## src/rtl/stopgo_pkg.sv

```systemverilog
package stopgo_pkg;
    typedef enum logic {
        SYM_GO   = 1'b0,
        SYM_STOP = 1'b1
    } fc_sym_e;
endpackage

```

## src/rtl/link_fifo.sv

```systemverilog
module link_fifo #(
    parameter int W     = 8,
    parameter int DEPTH = 16,
    localparam int AW   = (DEPTH > 1) ? $clog2(DEPTH) : 1,
    localparam int CW   = $clog2(DEPTH + 1)
) (
    input  logic          clk,
    input  logic          rst_n,
    input  logic          push,
    input  logic [W-1:0]  push_data,
    input  logic          pop,
    output logic [W-1:0]  pop_data,
    output logic          empty,
    output logic [CW-1:0] fill
);
    localparam logic [AW-1:0] LAST_C  = AW'(DEPTH - 1);
    localparam logic [CW-1:0] DEPTH_C = CW'(DEPTH);

    typedef struct packed {
        logic [AW-1:0] rd;
        logic [AW-1:0] wr;
        logic [CW-1:0] cnt;
    } fifo_st_t;

    fifo_st_t s_d, s_q;
    logic     do_push, do_pop;
    logic [W-1:0] mem [DEPTH];

    always_comb begin
        s_d     = s_q;
        do_push = push && (s_q.cnt != DEPTH_C);
        do_pop  = pop && (s_q.cnt != '0);
        if (do_push) begin
            s_d.wr = (s_q.wr == LAST_C) ? '0 : s_q.wr + 1'b1;
        end
        if (do_pop) begin
            s_d.rd = (s_q.rd == LAST_C) ? '0 : s_q.rd + 1'b1;
        end
        s_d.cnt = s_q.cnt + CW'(do_push) - CW'(do_pop);
    end

    always_ff @(posedge clk) begin
        if (!rst_n) begin
            s_q <= '0;
        end else begin
            s_q <= s_d;
        end
    end

    always_ff @(posedge clk) begin
        if (do_push) begin
            mem[s_q.wr] <= push_data;
        end
    end

    assign pop_data = mem[s_q.rd];
    assign empty    = (s_q.cnt == '0);
    assign fill     = s_q.cnt;
endmodule

```

## src/rtl/wm_ctrl.sv

```systemverilog
module wm_ctrl
    import stopgo_pkg::*;
#(
    parameter int CW = 5,
    parameter int HI = 10,
    parameter int LO = 4
) (
    input  logic          clk,
    input  logic          rst_n,
    input  logic [CW-1:0] fill,
    output logic          sym_valid,
    output logic          sym_stop
);
    localparam logic [CW-1:0] HI_C = CW'(HI);
    localparam logic [CW-1:0] LO_C = CW'(LO);

    typedef struct packed {
        logic    stopped;
        logic    sv;
        fc_sym_e sym;
    } wm_st_t;

    wm_st_t s_d, s_q;

    always_comb begin
        s_d    = s_q;
        s_d.sv = 1'b0;
        if (!s_q.stopped && (fill >= HI_C)) begin
            s_d.stopped = 1'b1;
            s_d.sv      = 1'b1;
            s_d.sym     = SYM_STOP;
        end else if (s_q.stopped && (fill <= LO_C)) begin
            s_d.stopped = 1'b0;
            s_d.sv      = 1'b1;
            s_d.sym     = SYM_GO;
        end
    end

    always_ff @(posedge clk) begin
        if (!rst_n) begin
            s_q <= '{stopped: 1'b0, sv: 1'b0, sym: SYM_GO};
        end else begin
            s_q <= s_d;
        end
    end

    assign sym_valid = s_q.sv;
    assign sym_stop  = (s_q.sym == SYM_STOP);
endmodule

```

## src/rtl/tx_gate.sv

```systemverilog
module tx_gate (
    input  logic clk,
    input  logic rst_n,
    input  logic fc_valid,
    input  logic fc_stop,
    input  logic req,
    output logic launch
);
    typedef struct packed {
        logic open;
    } gate_st_t;

    gate_st_t s_d, s_q;

    always_comb begin
        s_d = s_q;
        if (fc_valid) begin
            s_d.open = !fc_stop;
        end
    end

    always_ff @(posedge clk) begin
        if (!rst_n) begin
            s_q <= '{open: 1'b1};
        end else begin
            s_q <= s_d;
        end
    end

    assign launch = req && s_q.open;
endmodule

```

## src/rtl/stopgo_link.sv

```systemverilog
module stopgo_link #(
    parameter int PHIT_W  = 8,
    parameter int DEPTH   = 16,
    parameter int HI_MARK = 10,
    parameter int LO_MARK = 4
) (
    input  logic              clk,
    input  logic              rst_n,
    input  logic              rx_valid,
    input  logic [PHIT_W-1:0] rx_phit,
    output logic              out_valid,
    output logic [PHIT_W-1:0] out_phit,
    input  logic              out_take,
    output logic              fc_valid,
    output logic              fc_stop,
    input  logic              gate_fc_valid,
    input  logic              gate_fc_stop,
    input  logic              gate_req,
    output logic              gate_launch
);
    localparam int CW = $clog2(DEPTH + 1);

    logic          empty;
    logic [CW-1:0] fill;

    link_fifo #(.W(PHIT_W), .DEPTH(DEPTH)) u_fifo (
        .clk       (clk),
        .rst_n     (rst_n),
        .push      (rx_valid),
        .push_data (rx_phit),
        .pop       (out_take),
        .pop_data  (out_phit),
        .empty     (empty),
        .fill      (fill)
    );

    wm_ctrl #(.CW(CW), .HI(HI_MARK), .LO(LO_MARK)) u_wm (
        .clk       (clk),
        .rst_n     (rst_n),
        .fill      (fill),
        .sym_valid (fc_valid),
        .sym_stop  (fc_stop)
    );

    tx_gate u_gate (
        .clk      (clk),
        .rst_n    (rst_n),
        .fc_valid (gate_fc_valid),
        .fc_stop  (gate_fc_stop),
        .req      (gate_req),
        .launch   (gate_launch)
    );

    assign out_valid = !empty;
endmodule

```

## config.mk

```make
export PLATFORM = sky130hd
export DESIGN_NAME = stopgo_link
export DESIGN_NICKNAME = d
export VERILOG_FILES = /design/src/rtl/stopgo_pkg.sv /design/src/rtl/link_fifo.sv /design/src/rtl/wm_ctrl.sv /design/src/rtl/tx_gate.sv /design/src/rtl/stopgo_link.sv
export SDC_FILE = /design/constraint.sdc
export NUM_CORES = 1
export LEC_CHECK = 0
export CORE_MARGIN = 5
export CORE_UTILIZATION = 40
export CTS_BUF_LIST = sky130_fd_sc_hd__clkbuf_8
export CTS_CLUSTER_SIZE = 30
export DETAILED_ROUTE_END_ITERATION = 10
export HOLD_SLACK_MARGIN = 0.08
export PLACE_DENSITY = 0.63
export SKIP_CTS_REPAIR_TIMING = 1
export SLEW_MARGIN = 20
export SYNTH_ARGS = -nofsm -noshare
export SYNTH_HDL_FRONTEND = slang
export SYNTH_SLANG_ARGS = --single-unit
```

## constraint.sdc

```tcl
create_clock -name clk -period 2.6 [get_ports clk]
set_clock_uncertainty 0.15 [all_clocks]
set_input_delay 0.78 -clock clk [delete_from_list [all_inputs] [get_ports clk]]
set_output_delay 0.78 -clock clk [all_outputs]
set_load 0.02 [all_outputs]
```

==> out/metrics.yaml <==
r2r_end: "u_fifo.fill[4]$_SDFF_PN0_"
cp.arrival_ns: 2.05
synth_nets: 360
met1_usage: 0.187
hold_viol: 0
yosysTopAreaCellShare: 0.636
pwr-share-clk: 0.282
tightestPinTransition_ns: 0.865
grt_overflow: 0
stdcell_count: 610
synth.most_common_cell: "edfxtp_1"
power_density_mw_per_mm2: 855
first_global_vias: 3308
cts_sinks: 148
rsz0062_at_grt: "yes"
end_kind: "output pin"
place_inst: 572
use_met2: 0.236
dp_hpwl_mm: 8.27
outcome: "complete, but fails checks"
synthArstFlopShare: 0
ys_seq_area_frac: 0.702
max-vdd-ir-drop_v: 0.000581
cp_slowest_cell: "mux4_2"
place_congestion: 0.798
worstReg2RegStart: "u_fifo.fill[3]$_SDFF_PN0_"
seq_power_share: 0.442
violations: "setup timing"
setup_ws_ns: -0.384
synthCells: 329
antenna_found_initial: 0
leakage_nw: 2.51
dieWidth_um: 133
synth_common_cells: "edfxtp_1, nand2_1, dfxtp_1, a22oi_1, mux4_1"
reg2reg_slack_ns: -0.10
core_area_mm2: 0.0150
finalCritPeriodShare: 1.15
clk_pin_slew_worst_paths_ns: 0.08
grt_pass1_wl_mm: 18.8
grt_max_degree: 21
drive_gt1_frac: 0.353
timing.hold.ws_ns: 0.333
clock-root-buffer: "clkbuf_8"
utilization: 0.490
postLayoutCellArea_mm2: 0.00737
setup_viol: 9
met3_usage: 0.0456
min_to: "u_wm.sym_valid$_SDFF_PN0_"
relSlewSlack: 0.421
synth_area_per_cell_um2: 18.4
netlist_top_cells_area: "edfxtp_1, mux4_1, dfxtp_1"
min_period_ns: 2.98
ys_ff_latch: 148
combPwrFrac: 0.277
first_pass_iters: 4
cp-start-kind: "flop"
nets: 440
die_height_um: 133
ant_nets: 0
cts_buffer_depth: 2
via_count: 3167
globalRoute.busiestLayer: "met2"
crit_required_ns: 1.67
vias_per_cell: 5.19
crit_type: "reg2out"
p_int_mw: 4.58
num_rows: 45
hold_class: "reg2reg"
netlist_area_mm2: 0.00605
start_util: 0.402
synth_edf_count: 128
synth.distinct_cells: 42
slew_violations: 0
wl_per_cell_um: 20.4
dieArea_mm2: 0.0177
path_max_fanout: 7
ys_warn_count: 0
yosys.area.top_type: "edfxtp_1"
cts_made_buffers: 17
power.switching_mw: 1.72
io_buffers: 26
ys.flop_type: "edfxtp_1"
clkLatencyLatePin_ns: 0.44
cpPeakStageDelay_ns: 0.52
timing.fmax_ghz: 0.335
pre_cts_ws_ns: -0.493
track_usage: 0.145
fillers: 1242
syn2layout_area_growth_pct: 21.8
drc: 0
totalWireLength_mm: 12.4
reg2reg_depth: 14
h-tree-depth: 4
tritoncts: "done"
hold_path_depth: 1
hold_path.startpoint: "u_wm.sym_stop$_SDFFE_PN0P_"
io_pins: 27
crit_chain: "buf_12 > mux4_2 > a22oi_2 > buf_4 > nand2_4 > buf_6"
p_sw_frac: 0.273
place_area_mm2: 0.00683
diodes: 0
cp_top_family: "multiplexers"
critical_path_buf_inv_count: 3
dr.first_iter.drc_count: 160
maxCapViolations: 0
## per-layer routing
layer	wire length, um	vias to the layer above
met4	167	0
met2	6190	78
met5	0	-
met1	5460	1623
li1	-	1451
met3	596	15
## worst max path at each step
stage	startpoint	end	cells after the start
finish	flop	out_phit[6]	6
global route	flop	out_phit[6]	6
CTS	flop	out_phit[7]	5
detailed placement	flop	out_phit[7]	5
global placement	flop	out_phit[7]	5
floorplan	u_fifo.fill[3]$_SDFF_PN0_	u_fifo.fill[4]$_SDFF_PN0_	14
## metrics by stage
step	TNS [ns]	total power, mW
floorplan	-0.0731	3.81
detailed placement	-10.03	4.38
global placement	-6.39	4.35
finish	-2.83	6.30
CTS	-8.32	6.15
global route	-3.61	6.60
## power by group through the flow
stage          sequential (mW)  clock (mW)  combinational (mW)
2_1_floorplan             2.84           0               0.976
3_3_place_gp              2.82           0                1.53
3_5_place_dp              2.82           0                1.56
4_1_cts                   2.77        1.81                1.56
5_1_grt                   2.79        1.92                1.89
6_report                  2.78        1.77                1.74
## worst register-to-register path: stages (launching register included)
cell and delay (ns):
dfxtp_2 0.33, inv_2 0.07, ha_4 0.13, or4b_4 0.49, nand2_4 0.11, inv_4 0.04, ha_4 0.21, inv_4 0.05
ha_4 0.12, inv_2 0.03, fa_2 0.34, o21bai_1 0.16, a21oi_1 0.10, xor2_1 0.14, and2_1 0.13
## registers in the layout, indices dropped and copies added (netlist names), named ones only
name,flops
u_fifo.s_q,8
u_gate.s_q,1
u_wm.sym_stop,1
u_fifo.fill,5
u_wm.sym_valid,1
u_fifo.mem,128
## kinds of logic after synthesis
| family | after synthesis | synth area share |
|---|---|---|
| DFF | 148 | 0.702 |
| muxes | 34 | 0.133 |
| AOI/OAI and AO/OA | 35 | 0.0435 |
| and+or+nand+nor | 65 | 0.0517 |
| buffers and inverters | 26 | 0.0281 |
| adders and majority gates | 16 | 0.0344 |
| xor gates and xnor gates | 5 | 0.00724 |
## cell type report
cell class | instances | area [um2] | area share
Multi-Input combinational cell | 155 | 1710 | 0.232
Clock buffer | 17 | 234 | 0.0318
Clock inverter | 15 | 166 | 0.0226
Tap cell | 188 | 235 | 0.0319
Sequential cell | 148 | 4250 | 0.577
Timing Repair Buffer | 75 | 718 | 0.0975
Inverter | 12 | 50.0 | 0.00679
## cells in the final DEF, fill, tap and decap left out, types with 3 or more instances in the layout
cell / count
buf_4: 41
mux4_2: 30
nand2_1: 19
inv_2: 3
nor2_1: 15
xnor2_1: 3
nor2b_1: 5
nand2b_1: 4
nor3_1: 5
clkbuf_8: 17
clkinv_4: 4
buf_12: 4
bufinv_16: 3
edfxtp_1: 128
a22oi_2: 15
inv_1: 10
buf_6: 10
and2_1: 8
ha_4: 3
dfxtp_1: 17
a21oi_1: 4
nand3_1: 3
ha_1: 12
clkdlybuf4s50_1: 16
Power figures use the tool's default switching activity.
